**src/rtl/pec_seq_pkg.sv**
```systemverilog
package pec_seq_pkg;

    typedef enum logic [1:0] {
        ST_IDLE = 2'd0,
        ST_DATA = 2'd1,
        ST_PEC  = 2'd2,
        ST_DONE = 2'd3
    } seq_state_t;

    // One byte through a CRC-8, MSB first
    function automatic logic [7:0] crc8_step(input logic [7:0] crc_in,
                                             input logic [7:0] data,
                                             input logic [7:0] poly);
        logic [7:0] c;
        logic       fb;
        c = crc_in;
        for (int i = 7; i >= 0; i--) begin
            fb = c[7] ^ data[i];
            c  = {c[6:0], 1'b0} ^ (fb ? poly : 8'h00);
        end
        return c;
    endfunction

endpackage

```
**src/rtl/pec_cfg_lock.sv**
```systemverilog
module pec_cfg_lock (
    input  logic clk,
    input  logic rst_n,
    input  logic periph_en,
    input  logic cfg_wr,
    input  logic cfg_pec_en,
    output logic pec_en
);

    always_ff @(posedge clk or negedge rst_n) begin
        if (!rst_n)
            pec_en <= 1'b0;
        else if (cfg_wr && !periph_en)
            pec_en <= cfg_pec_en;
    end

    // enable frozen while the peripheral runs
    a_r2_locked_when_enabled: assert property (@(posedge clk) disable iff (!rst_n)
        periph_en |=> $stable(pec_en));

endmodule

```
**src/rtl/pec_crc8.sv**
```systemverilog
module pec_crc8 #(
    parameter int         W    = 8,
    parameter logic [7:0] POLY = 8'h07
) (
    input  logic         clk,
    input  logic         rst_n,
    input  logic         clr,
    input  logic         upd,
    input  logic [W-1:0] din,
    output logic [W-1:0] crc
);
    import pec_seq_pkg::*;

    always_ff @(posedge clk or negedge rst_n) begin
        if (!rst_n)
            crc <= '0;
        else if (clr)
            crc <= '0;
        else if (upd)
            crc <= crc8_step(crc, din, POLY);
    end

    // no strobe, no change
    a_r3_crc_holds: assert property (@(posedge clk) disable iff (!rst_n)
        (!clr && !upd) |=> $stable(crc));
    // clear lands as zero
    a_r4_crc_cleared: assert property (@(posedge clk) disable iff (!rst_n)
        clr |=> (crc == '0));

endmodule

```
**src/rtl/pec_byte_counter.sv**
```systemverilog
module pec_byte_counter #(
    parameter int CNT_W = 8
) (
    input  logic             clk,
    input  logic             rst_n,
    input  logic             load,
    input  logic [CNT_W-1:0] load_val,
    input  logic             dec,
    output logic [CNT_W-1:0] remain
);

    always_ff @(posedge clk or negedge rst_n) begin
        if (!rst_n)
            remain <= '0;
        else if (load)
            remain <= load_val;
        else if (dec && remain != '0)
            remain <= remain - 1'b1;
    end

    // data strobes only arrive while bytes remain
    a_r9_no_underflow: assert property (@(posedge clk) disable iff (!rst_n)
        (dec && !load) |-> (remain != '0));

endmodule

```
**src/rtl/smbus_pec_seq.sv**
```systemverilog
module smbus_pec_seq #(
    parameter int CNT_W  = 8,
    parameter int BYTE_W = 8
) (
    input  logic              clk,
    input  logic              rst_n,
    input  logic              periph_en,
    input  logic              cfg_wr,
    input  logic              cfg_pec_en,
    output logic              pec_en,
    input  logic [CNT_W-1:0]  nbytes,
    input  logic              pec_byte_req,
    input  logic              reload,
    input  logic              slave_mode,
    input  logic              byte_cnt_en,
    input  logic              dir_rx,
    input  logic              start_evt,
    input  logic              byte_done,
    input  logic              byte_is_addr,
    input  logic [BYTE_W-1:0] byte_data,
    output logic              pec_next,
    output logic [BYTE_W-1:0] tx_pec_data,
    output logic              pec_err,
    output logic              xfer_done
);
    import pec_seq_pkg::*;

    localparam logic [CNT_W-1:0] ONE = CNT_W'(1);
    localparam logic [CNT_W-1:0] TWO = CNT_W'(2);

    seq_state_t         state_q, state_d;
    logic               armed_q, armed_d;
    logic               start_go, in_xfer, data_stb, crc_upd, last_byte;
    logic [CNT_W-1:0]   remain;
    logic [BYTE_W-1:0]  crc_q;

    assign start_go  = start_evt && periph_en;
    assign in_xfer   = (state_q != ST_IDLE) && periph_en;
    assign data_stb  = byte_done && !byte_is_addr && !start_evt && periph_en &&
                       ((state_q == ST_DATA) || (state_q == ST_PEC));
    assign crc_upd   = byte_done && !start_evt && in_xfer;
    assign last_byte = (remain == ONE);
    assign armed_d   = pec_en && pec_byte_req && !reload && (!slave_mode || byte_cnt_en);

    pec_cfg_lock u_cfg (
        .clk        (clk),
        .rst_n      (rst_n),
        .periph_en  (periph_en),
        .cfg_wr     (cfg_wr),
        .cfg_pec_en (cfg_pec_en),
        .pec_en     (pec_en)
    );

    pec_crc8 #(.W(BYTE_W), .POLY(8'h07)) u_crc (
        .clk   (clk),
        .rst_n (rst_n),
        .clr   (start_go),
        .upd   (crc_upd),
        .din   (byte_data),
        .crc   (crc_q)
    );

    pec_byte_counter #(.CNT_W(CNT_W)) u_cnt (
        .clk      (clk),
        .rst_n    (rst_n),
        .load     (start_go),
        .load_val (nbytes),
        .dec      (data_stb),
        .remain   (remain)
    );

    // Next-state logic
    always_comb begin
        state_d = state_q;
        if (!periph_en) begin
            state_d = ST_IDLE;
        end else if (start_evt) begin
            if (nbytes == '0)
                state_d = ST_DONE;
            else if (armed_d && nbytes == ONE)
                state_d = ST_PEC;
            else
                state_d = ST_DATA;
        end else begin
            unique case (state_q)
                ST_IDLE: state_d = ST_IDLE;
                ST_DATA: begin
                    if (data_stb) begin
                        if (last_byte)
                            state_d = ST_DONE;
                        else if (armed_q && remain == TWO)
                            state_d = ST_PEC;
                    end
                end
                ST_PEC:  if (data_stb) state_d = ST_DONE;
                ST_DONE: state_d = ST_DONE;
                default: state_d = ST_IDLE;
            endcase
        end
    end

    // State register
    always_ff @(posedge clk or negedge rst_n) begin
        if (!rst_n) begin
            state_q <= ST_IDLE;
            armed_q <= 1'b0;
        end else begin
            state_q <= state_d;
            if (start_go)
                armed_q <= armed_d;
        end
    end

    // Registered output pulses
    always_ff @(posedge clk or negedge rst_n) begin
        if (!rst_n) begin
            pec_err   <= 1'b0;
            xfer_done <= 1'b0;
        end else begin
            pec_err   <= data_stb && (state_q == ST_PEC) && dir_rx && (byte_data != crc_q);
            xfer_done <= data_stb && last_byte;
        end
    end

    assign pec_next    = (state_q == ST_PEC);
    assign tx_pec_data = crc_q;

    // slot only on the final counted byte
    a_r5_slot_is_last: assert property (@(posedge clk) disable iff (!rst_n)
        pec_next |-> (remain == ONE));
    // reload at START keeps the slot away
    a_r6_reload_no_slot: assert property (@(posedge clk) disable iff (!rst_n)
        (start_go && reload) |=> !pec_next);
    // target without byte counting has no slot
    a_r7_slave_no_count: assert property (@(posedge clk) disable iff (!rst_n)
        (start_go && slave_mode && !byte_cnt_en) |=> !pec_next);
    // error only after a received slot byte
    a_r8_err_rx_slot: assert property (@(posedge clk) disable iff (!rst_n)
        pec_err |-> ($past(dir_rx) && $past(state_q == ST_PEC)));
    // single-cycle pulse
    a_r8_err_pulse: assert property (@(posedge clk) disable iff (!rst_n)
        pec_err |=> !pec_err);
    // done pulse is single-cycle
    a_r9_done_pulse: assert property (@(posedge clk) disable iff (!rst_n)
        xfer_done |=> !xfer_done);
    // disabled means idle
    a_r10_idle_off: assert property (@(posedge clk) disable iff (!rst_n)
        !periph_en |=> (state_q == ST_IDLE));

endmodule

```
**config.mk**
```make
export PLATFORM = sky130hd
export DESIGN_NAME = smbus_pec_seq
export DESIGN_NICKNAME = d
export VERILOG_FILES = /design/src/rtl/pec_seq_pkg.sv /design/src/rtl/pec_cfg_lock.sv /design/src/rtl/pec_crc8.sv /design/src/rtl/pec_byte_counter.sv /design/src/rtl/smbus_pec_seq.sv
export SDC_FILE = /design/constraint.sdc
export NUM_CORES = 1
export LEC_CHECK = 0
export ABC_AREA = 1
export BUFFER_PORTS_ARGS = -buffer_cell sky130_fd_sc_hd__buf_2
export CORE_MARGIN = 4
export CORE_UTILIZATION = 53
export CTS_CLUSTER_SIZE = 10
export DETAILED_ROUTE_END_ITERATION = 12
export PLACE_DENSITY = 0.83
export RECOVER_POWER = 100
export SETUP_SLACK_MARGIN = 0.02
export SYNTH_ARGS = -nofsm -noshare
export SYNTH_HDL_FRONTEND = slang
export SYNTH_SLANG_ARGS = --single-unit
```
**constraint.sdc**
```tcl
create_clock -name clk -period 1.98 [get_ports clk]
set_clock_uncertainty 0.05 [all_clocks]
set_input_delay 0.297 -clock clk [delete_from_list [all_inputs] [get_ports clk]]
set_output_delay 0.297 -clock clk [all_outputs]
set_load 0.05 [all_outputs]
```
==> impl_metrics.csv, run 1 <==
group,metric,value,unit
logic_synthesis,seq_area_frac_synth,33.18,%
setup_path,cpMaxStageDelayCell,"dfrtp_1",
place,io_buffers,40,
clock_network,htreeDepth,1,
sta,relSlewSlack,17.64,%
global_routing,grt_remaining_overflow,0,
logic_synthesis,synth_cell_types,25,
routing,routed_via_density,4.964,
clock_network,cts_resized,0,
global_routing,grt_max_degree,23,
logic_synthesis,ys_ff_latch,22,
power_and_ir_drop,power_density,760.9,nW/um^2
hold_path,hold_start,"cfg_wr",
global_routing,grt_pass1_vias,1594,
sta,hold_viol_final,0,
clock_network,cts-root-buf,"clkbuf_4",
routing,firstDrtPassIters,4,
sta,fmaxAchievable,573.2,MHz
setup_path,crit_type,"reg -> reg",
routing,drt-total-wl,3664,microns
setup_path,cp-startpoint,"u_cnt.remain[0]$_DFFE_PN0P_",
routing,drt_iter0_drc,95,
hold_path,hold_path.class,"in -> reg",
global_routing,grt_pass1_wl,6610,microns
logic_synthesis,syn_area,1659,sq um
sta,period_needed,1.744,ns
layout,mostFrequentLayoutCell,"nand2_1",
global_routing,grt_use_total,20.07,%
floorplanning,die_w,63.95,microns
setup_path,cp_num_buf_inv,1,
routing,via_count,1638,
setup_path,end_kind,"register",
clock_network,path_clk_slew,0.14,ns
logic_synthesis,synth-warning-count,0,
setup_path,cp_max_fo,6,
place,hpwlAfterDp,2850,microns
setup_path,slowest_delay,0.42,ns
sta,setup_ws,0.2356,ns
clock_network,numCtsBuffers,3,
routing,antenna_left,0,
sta,max_slew.worst_pin.slew,1.235,ns
place,place_area,1922,sq um
clock_network,cts_buffer_depth,2,
clock_network,clk_latency,0.32,ns
setup_path,crit_family,"compound AO/OA/AOI/OAI gates",
sta,finalSetupViolCount,0,
clock_network,cts_sinks,22,
layout,n_antenna_cell,0,
floorplanning,die_area,4090,sq um
logic_synthesis,synth_fp_nets,280,
sta,post-route-period-util,88.10,%
floorplanning,rows,20,
sta,final_max_slew_viol_count,0,
logic_synthesis,netlist_instances,240,
floorplanning,initial_core_util,54.79,%
setup_path,crit_path_cell_trace,"inv_1 -> ha_1 -> nand2_1 -> o21ai_1 -> nand2_4 -> o21ai_0",
setup_path,cp-start-kind,"register",
floorplanning,dieHeight,63.95,microns
layout,drive_gt1_share,15.73,%
power_and_ir_drop,cellLeakagePower,0.001019,uW
floorplanning,core,3028,sq um
place,routabilityCongestion,0.8736,
global_routing,antenna_found_initial,0,
layout,final_cell_area,1952,sq um
layout,fillers,278,
power_and_ir_drop,ir_drop,0.0003603,V
setup_path,reg2reg_from,"u_cnt.remain[0]$_DFFE_PN0P_",
run_status,status,"finished clean",
layout,synthToLayoutAreaGrowth,17.65,%
place,post-place-ws,0.3593,ns
layout,fin_nets,327,
routing,drc_errors,0,
floorplanning,pin_count,41,
sta,grt_setup_unrepaired,"false",
routing,wire_per_inst,11.10,microns
sta,fin_tns_setup,0,ns
logic_synthesis,synth.avg_cell_area,6.913,sq um
layout,final_cell_mix,"nand2_1 (90), buf_2 (27), inv_1 (23), nand3_1 (23), dfrtp_1 (22)",
setup_path,cp.arrival,1.94,ns
setup_path,cp.required,2.17,ns
clock_network,cts_tree,"yes",
job,maxCapViolations,0,
==> per-layer routing <==
metal,GRT usage [%],up-vias,share of wire (%)
met4,6.469,0,0.76
met5,0,-,0
met3,3.515,4,5.2
met2,34.19,43,46
li1,-,851,-
met1,25.61,740,48
==> final cells by class <==
class	instances	area, sq um	area share (%)
Tap cell	44	55.05	2.821
Sequential cell	22	550.5	28.21
Timing Repair Buffer	43	206.4	10.58
Inverter	26	100.1	5.128
Clock inverter	1	30.03	1.538
Multi-Input combinational cell	191	987.2	50.58
Clock buffer	3	22.52	1.154
==> cells in the mapped netlist <==
| cell type | number | share of area [%] |
|---|---|---|
| inv_4 | 1 | 0.38 |
| nor2_4 | 3 | 2.0 |
| nand3b_1 | 2 | 0.90 |
| nand4_1 | 2 | 0.75 |
| o21ai_4 | 1 | 0.98 |
| dfrtp_1 | 22 | 33 |
| nand2_4 | 1 | 0.68 |
| nor2_2 | 1 | 0.38 |
| ha_1 | 11 | 8.3 |
| nor4_1 | 1 | 0.38 |
| nand2_2 | 3 | 1.1 |
| inv_1 | 23 | 5.2 |
| nor3_1 | 1 | 0.30 |
| inv_2 | 2 | 0.45 |
| nand3_1 | 23 | 6.9 |
| a21oi_1 | 5 | 1.5 |
| nor2_1 | 21 | 4.8 |
| or2_2 | 2 | 0.75 |
| buf_4 | 1 | 0.45 |
| a41oi_1 | 1 | 0.53 |
| xnor2_1 | 8 | 4.2 |
| xor2_1 | 3 | 1.6 |
| o21ai_0 | 11 | 3.3 |
| a31oi_1 | 2 | 0.75 |
| nand2_1 | 89 | 20 |
==> kinds of logic after synthesis <==
kind of cell | count (synthesis) | synth area share, %
and+or+nand+nor | 149 | 39.14
DFF | 22 | 33.18
buffers and inverters | 27 | 6.486
xor gates and xnor gates | 11 | 5.807
AOI/OAI and AO/OA | 20 | 7.089
adders and majority gates | 11 | 8.296
==> flip-flops by register name, indices dropped and copies added, names as in the netlist <==
register      flops
u_cnt.remain      8
u_cfg.pec_en      1
armed_q           1
xfer_done         1
state_q           2
pec_err           1
u_crc.crc         8
==> what timing repair did <==
action / 4_1_cts / 5_1_grt
endpoints found under the hold margin: 22 / 0
buffers inserted: 0 / 0
hold buffers: 1 / 0
==> final timing paths <==
| path | end | slack, ns | cells past startpoint |
|---|---|---|---|
| worst min-delay path | u_cfg.pec_en$_DFFE_PN0P_ | 0.10 | 2 |
| worst max-delay path | u_cnt.remain[2]$_DFFE_PN0P_ | 0.24 | 6 |
| worst max register to register | u_cnt.remain[2]$_DFFE_PN0P_ | 0.24 | 6 |
| max in group asynchronous | u_crc.crc[0]$_DFFE_PN0P_ | 0.45 | 2 |
| min in group asynchronous | armed_q$_DFFE_PN0P_ | 0.69 | 2 |
| worst min register to register | armed_q$_DFFE_PN0P_ | 0.47 | 2 |
==> stage by stage <==
stage | total power, uW | std cells | hold slack, ns | util [%]
after floorplan | 1002 | 240 | -0.04859 | -
after global placement | 1133 | 325 | 0.2527 | 63.47
after detailed placement | 1147 | 325 | 0.2498 | 63.47
after CTS | 1498 | 330 | 0.1026 | 65.54
after global routing | 1610 | 330 | 0.1062 | 64.46
final | 1485 | 330 | 0.1033 | 64.46
==> power by group <==
group	internal [uW]	total (uW)	switching [uW]
clock network	205	353	148
logic	198	567	369
registers	508	566	57.0
total	911	1490	574
Note: power is estimated with default switching activity, not from simulation.
==> inputs of run 2 (changes only) <==
--- a/config.mk
+++ b/config.mk
@@ -11,7 +11,7 @@
 export CORE_UTILIZATION = 53
 export CTS_CLUSTER_SIZE = 10
 export DETAILED_ROUTE_END_ITERATION = 12
-export PLACE_DENSITY = 0.83
+export PLACE_DENSITY = 0.82
 export RECOVER_POWER = 100
 export SETUP_SLACK_MARGIN = 0.02
 export SYNTH_ARGS = -nofsm -noshare
==> impl_metrics.csv, run 2 (synthesis results as in run 1) <==
group,metric,value,unit
place,hpwlAfterDp,2861,microns
sta,relSlewSlack,15.65,%
layout,final_util,63.68,%
clock_network,cts_tree,"yes",
clock_network,htreeDepth,1,
setup_path,rrSetupSlack,0.24,ns
clock_network,postCtsSetupBuffers,0,
global_routing,grt_pass1_vias,1486,
power_and_ir_drop,p_switching,557.8,uW
sta,max_slew.worst_pin.slew,1.265,ns
power_and_ir_drop,cellLeakagePower,0.001008,uW
hold_path,hold_path.class,"in -> reg",
global_routing,grt_remaining_overflow,0,
routing,routed_via_density,4.812,
place,io_buffers,40,
clock_network,numCtsBuffers,3,
floorplanning,dieHeight,63.95,microns
routing,wire_per_inst,10.68,microns
routing,drt_iter0_drc,56,
setup_path,cp-start-kind,"register",
floorplanning,die_w,63.95,microns
run_status,status,"finished clean",
setup_path,cp.required,1.63,ns
power_and_ir_drop,power.internal,813.7,uW
sta,period_needed,1.744,ns
layout,fillers,285,
setup_path,cp-startpoint,"state_q[0]$_DFFE_PN0P_",
routing,drc_errors,0,
job,maxCapViolations,0,
global_routing,grt_use_total,17.97,%
global_routing,antenna_found_initial,0,
routing,via_count,1583,
power_and_ir_drop,power_density,711.4,nW/um^2
setup_path,end_kind,"output pin",
setup_path,cp_max_fo,4,
routing,drt-total-wl,3513,microns
floorplanning,pin_count,41,
global_routing,grt_max_degree,23,
sta,grt_setup_unrepaired,"false",
clock_network,path_clk_slew,0.13,ns
sta,final_max_slew_viol_count,0,
layout,final_cell_mix,"nand2_1 (90), buf_2 (27), inv_1 (23), nand3_1 (23), dfrtp_1 (22)",
layout,drive_gt1_share,15.44,%
setup_path,crit_path_end,"pec_next",
floorplanning,rows,20,
place,post-place-ws,0.3968,ns
sta,post-route-period-util,88.07,%
setup_path,reg2reg_from,"u_cnt.remain[0]$_DFFE_PN0P_",
floorplanning,core,3028,sq um
global_routing,grt_pass1_wl,6023,microns
sta,hold_viol_final,0,
clock_network,cts-root-buf,"clkbuf_4",
clock_network,cts_sinks,22,
power_and_ir_drop,ir_drop,0.0004086,V
sta,finalSetupViolCount,0,
sta,fmaxAchievable,573.5,MHz
setup_path,r2r_end,"u_cnt.remain[3]$_DFFE_PN0P_",
layout,n_antenna_cell,0,
power_and_ir_drop,pwr-share-comb,40.3,%
sta,fin_tns_setup,0,ns
layout,synthToLayoutAreaGrowth,16.21,%
clock_network,clk_latency,0.31,ns
setup_path,rr_worst_depth,7,
power_and_ir_drop,seq_power_share,41.2,%
routing,antenna_left,0,
power_and_ir_drop,swShare,40.67,%
layout,top_regs,"u_cnt.remain x8, u_crc.crc x8, state_q x2",
sta,setup_ws,0.2363,ns
setup_path,cp.arrival,1.40,ns
place,routabilityCongestion,0.8745,
clock_network,cts_buffer_depth,2,
layout,mostFrequentLayoutCell,"nand2_1",
setup_path,crit_type,"reg -> out",
floorplanning,initial_core_util,54.79,%
floorplanning,die_area,4090,sq um
power_and_ir_drop,clkPwrFrac,18.5,%
routing,firstDrtPassIters,4,
layout,fin_nets,326,
==> run 2: cell types whose count changed in the layout (fill, tap and decap cells not counted), sizes merged <==
cell    previous run  this run
bufinv             1         0
buf               28        27
clkbuf            17        18
==> run 2: repair_timing <==
item	in CTS	in global routing
gates resized for setup	0	0
hold endpoints to repair	22	0
hold buffers	1	0
==> run 2: power by group through the flow <==
| stage | Combinational (uW) | Clock, uW | Sequential, uW |
|---|---|---|---|
| after floorplan | 373 | 0 | 629 |
| after global placement | 558 | 0 | 571 |
| after detailed placement | 565 | 0 | 573 |
| after CTS | 570 | 263 | 564 |
| after global routing | 636 | 281 | 578 |
| final | 552 | 254 | 565 |
==> run 2: cell type report <==
cell class              instances  area [sq um]  share of cell area (%)
multi-input cells             191         987.2                   51.20
flip-flops and latches         22         550.5                   28.55
repair buffers                 42         198.9                   10.32
inverters                      26         100.1                   5.191
well taps                      44         55.05                   2.855
clock buffers                   4         36.28                   1.882
==> run 2: stage by stage <==
step	hold WS [ns]	power, uW	instance area [sq um]	instances
after floorplan	-0.04859	1002	1659	240
after global placement	0.2549	1129	1914	324
after detailed placement	0.2493	1139	1914	324
after CTS	0.1092	1397	1961	329
after global routing	0.1221	1494	1928	329
final	0.1181	1372	1928	329
==> run 2: how the worst min path moves through the flow <==
| stage | from | cells after the start | end | slack (ns) |
|---|---|---|---|---|
| finish | cfg_wr | 2 | u_cfg.pec_en$_DFFE_PN0P_ | 0.12 |
| detailed placement | rst_n | 1 | armed_q$_DFFE_PN0P_ | 0.25 |
| floorplan | rst_n | 0 | armed_q$_DFFE_PN0P_ | -0.05 |
| CTS | cfg_wr | 2 | u_cfg.pec_en$_DFFE_PN0P_ | 0.11 |
| global placement | rst_n | 1 | armed_q$_DFFE_PN0P_ | 0.25 |
| global route | cfg_wr | 2 | u_cfg.pec_en$_DFFE_PN0P_ | 0.12 |
==> run 2: routing by layer <==
layer  vias up  track usage, %  share of wire (%)
met5         -               0                  0
met4         0           5.391               0.43
met3         2           2.636                4.7
met2        34           30.19                 46
met1       694           23.75                 49
li1        853               -                  -
==> run 2: worst max-delay path: stages (launching register included) <==
cell and delay [ns]:
dfrtp_1 0.43, inv_1 0.12, ha_1 0.23, clkbuf_2 0.30
==> inputs of run 3 (changes only) <==
--- a/config.mk
+++ b/config.mk
@@ -7,11 +7,11 @@
 export LEC_CHECK = 0
 export ABC_AREA = 1
 export BUFFER_PORTS_ARGS = -buffer_cell sky130_fd_sc_hd__buf_2
-export CORE_MARGIN = 4
-export CORE_UTILIZATION = 53
+export CAP_MARGIN = 30
+export CORE_UTILIZATION = 48
 export CTS_CLUSTER_SIZE = 10
 export DETAILED_ROUTE_END_ITERATION = 12
-export PLACE_DENSITY = 0.82
+export PLACE_DENSITY = 0.79
 export RECOVER_POWER = 100
 export SETUP_SLACK_MARGIN = 0.02
 export SYNTH_ARGS = -nofsm -noshare
==> constraint.sdc (replaced) <==
create_clock -name clk -period 1.6 [get_ports clk]
set_clock_uncertainty 0.05 [all_clocks]
set_input_delay 0.24 -clock clk [delete_from_list [all_inputs] [get_ports clk]]
set_output_delay 0.24 -clock clk [all_outputs]
set_load 0.05 [all_outputs]
==> impl_metrics.csv, run 3 (synthesis results as in run 1) <==
group,metric,value,unit
setup_path,end_kind,"output pin",
hold_path,hold_start,"cfg_wr",
place,dp.cells,330,
power_and_ir_drop,pwr-share-comb,40.8,%
floorplanning,pin_count,41,
floorplanning,die_area,3695,sq um
setup_path,rrSetupSlack,0.07,ns
power_and_ir_drop,clkPwrFrac,22.7,%
clock_network,cts_buffer_depth,2,
clock_network,numCtsBuffers,3,
setup_path,reg2reg_from,"state_q[1]$_DFFE_PN0P_",
routing,drt-total-wl,3727,microns
global_routing,grt_max_degree,23,
sta,fmaxAchievable,646.6,MHz
power_and_ir_drop,p_switching,743.6,uW
clock_network,htreeDepth,1,
global_routing,grt_pass1_vias,1451,
power_and_ir_drop,p_total,1927,uW
power_and_ir_drop,cellLeakagePower,0.001114,uW
clock_network,cts_sinks,22,
layout,mostFrequentLayoutCell,"nand2_1",
routing,antenna_left,0,
place,post-place-ws,0.02111,ns
sta,relSlewSlack,59.76,%
sta,final_max_slew_viol_count,0,
place,io_buffers,40,
setup_path,cp-start-kind,"register",
routing,via_count,1658,
sta,hold_viol_final,0,
sta,setup_ws,0.05350,ns
power_and_ir_drop,ir_drop,0.0003914,V
place,hpwlAfterDp,2809,microns
setup_path,crit_type,"reg -> out",
setup_path,cp_max_fo,4,
hold_path,min_delay_path_depth,2,
layout,n_antenna_cell,0,
layout,synthToLayoutAreaGrowth,27.22,%
global_routing,grt_pass1_wl,6037,microns
setup_path,rr_worst_depth,10,
layout,top_regs,"u_cnt.remain x8, u_crc.crc x8, state_q x2",
power_and_ir_drop,seq_power_share,36.5,%
floorplanning,initial_core_util,52.62,%
routing,drc_errors,0,
layout,stdcell_count,338,
routing,drt_iter0_drc,79,
run_status,status,"finished clean",
global_routing,grt_use_total,21.61,%
floorplanning,die_w,60.79,microns
floorplanning,rows,20,
layout,fin_nets,335,
global_routing,antenna_found_initial,0,
layout,final_cell_area,2111,sq um
routing,routed_via_density,4.905,
routing,wire_per_inst,11.03,microns
floorplanning,dieHeight,60.79,microns
job,maxCapViolations,0,
layout,final_cell_mix,"nand2_1 (83), buf_2 (27), dfrtp_1 (22)",
place,routabilityCongestion,0.8553,
routing,firstDrtPassIters,4,
power_and_ir_drop,power_density,913.1,nW/um^2
layout,fillers,283,
clock_network,cts_tree,"yes",
sta,max_slew.worst_pin.slew,0.6062,ns
sta,hold_slack,0.05897,ns
power_and_ir_drop,swShare,38.58,%
clock_network,cts-root-buf,"clkbuf_4",
setup_path,cp.required,1.31,ns
sta,grt_setup_unrepaired,"true",
hold_path,hold_path.class,"in -> reg",
place,place_area,1959,sq um
clock_network,clk_latency,0.32,ns
sta,finalSetupViolCount,0,
layout,drive_gt1_share,28.23,%
floorplanning,core,3153,sq um
sta,period_needed,1.546,ns
sta,post-route-period-util,96.66,%
power_and_ir_drop,power.internal,1184,uW
global_routing,grt_remaining_overflow,0,
setup_path,r2r_end,"state_q[1]$_DFFE_PN0P_",
hold_path,holdPathEnd,"u_cfg.pec_en$_DFFE_PN0P_",
clock_network,path_clk_slew,0.13,ns
setup_path,cp.arrival,1.26,ns
## run 3: final cells by class
class	count	area, sq um	share of cell area [%]
inverters	26	100.1	4.742
repair buffers	51	285.3	13.52
well taps	44	55.05	2.608
clock buffers	3	22.52	1.067
multi-input cells	191	1067	50.56
clock inverters	1	30.03	1.423
flip-flops and latches	22	550.5	26.08
## run 3: repair_timing
item                       CTS  global route
setup buffers                0             3
setup endpoints to repair    2            12
hold buffers                 1             0
resized for setup            2            17
gates cloned                 0             0
pin swaps                    0            11
hold endpoints to repair    22             0
## run 3: routing by layer
metal  GRT usage [%]  up-vias  part of all wire [%]
met5               0        -                     0
met4           4.870        0                  0.94
met3           2.559        5                   4.2
met2           36.42       44                    47
met1           29.74      740                    48
li1                -      869                     -
## run 3: power by group through the flow
stage	Sequential (uW)	Combinational, uW	Clock, uW
final	703	787	437
after floorplan	778	462	0
after global routing	714	890	466
after global placement	708	731	0
after CTS	699	753	444
after detailed placement	710	742	0
## run 3: worst max path at each step
stage                                             end  slack (ns)  cells after the start                      from
after floorplan              u_crc.crc[3]$_DFFE_PN0P_        0.03                      6  u_crc.crc[2]$_DFFE_PN0P_
after global placement    u_cnt.remain[4]$_DFFE_PN0P_        0.09                      9    state_q[1]$_DFFE_PN0P_
after detailed placement  u_cnt.remain[3]$_DFFE_PN0P_        0.02                      9    state_q[1]$_DFFE_PN0P_
after CTS                 u_cnt.remain[3]$_DFFE_PN0P_        0.02                      9    state_q[1]$_DFFE_PN0P_
after global routing           state_q[1]$_DFFE_PN0P_       -0.05                     10    state_q[1]$_DFFE_PN0P_
final                                        pec_next        0.05                      3    state_q[0]$_DFFE_PN0P_
## run 3: stage by stage
| stage | TNS [ns] | util [%] |
|---|---|---|
| final | 0 | 66.94 |
| after global routing | -0.09082 | 66.94 |
| after detailed placement | 0 | 62.14 |
| after global placement | 0 | 62.14 |
| after CTS | 0 | 64.29 |
| after floorplan | 0 | - |
## run 3: worst max-delay path: stages, from the launching register on
cell     delay (ns)
dfrtp_1        0.41
inv_2          0.10
ha_2           0.22
buf_4          0.21
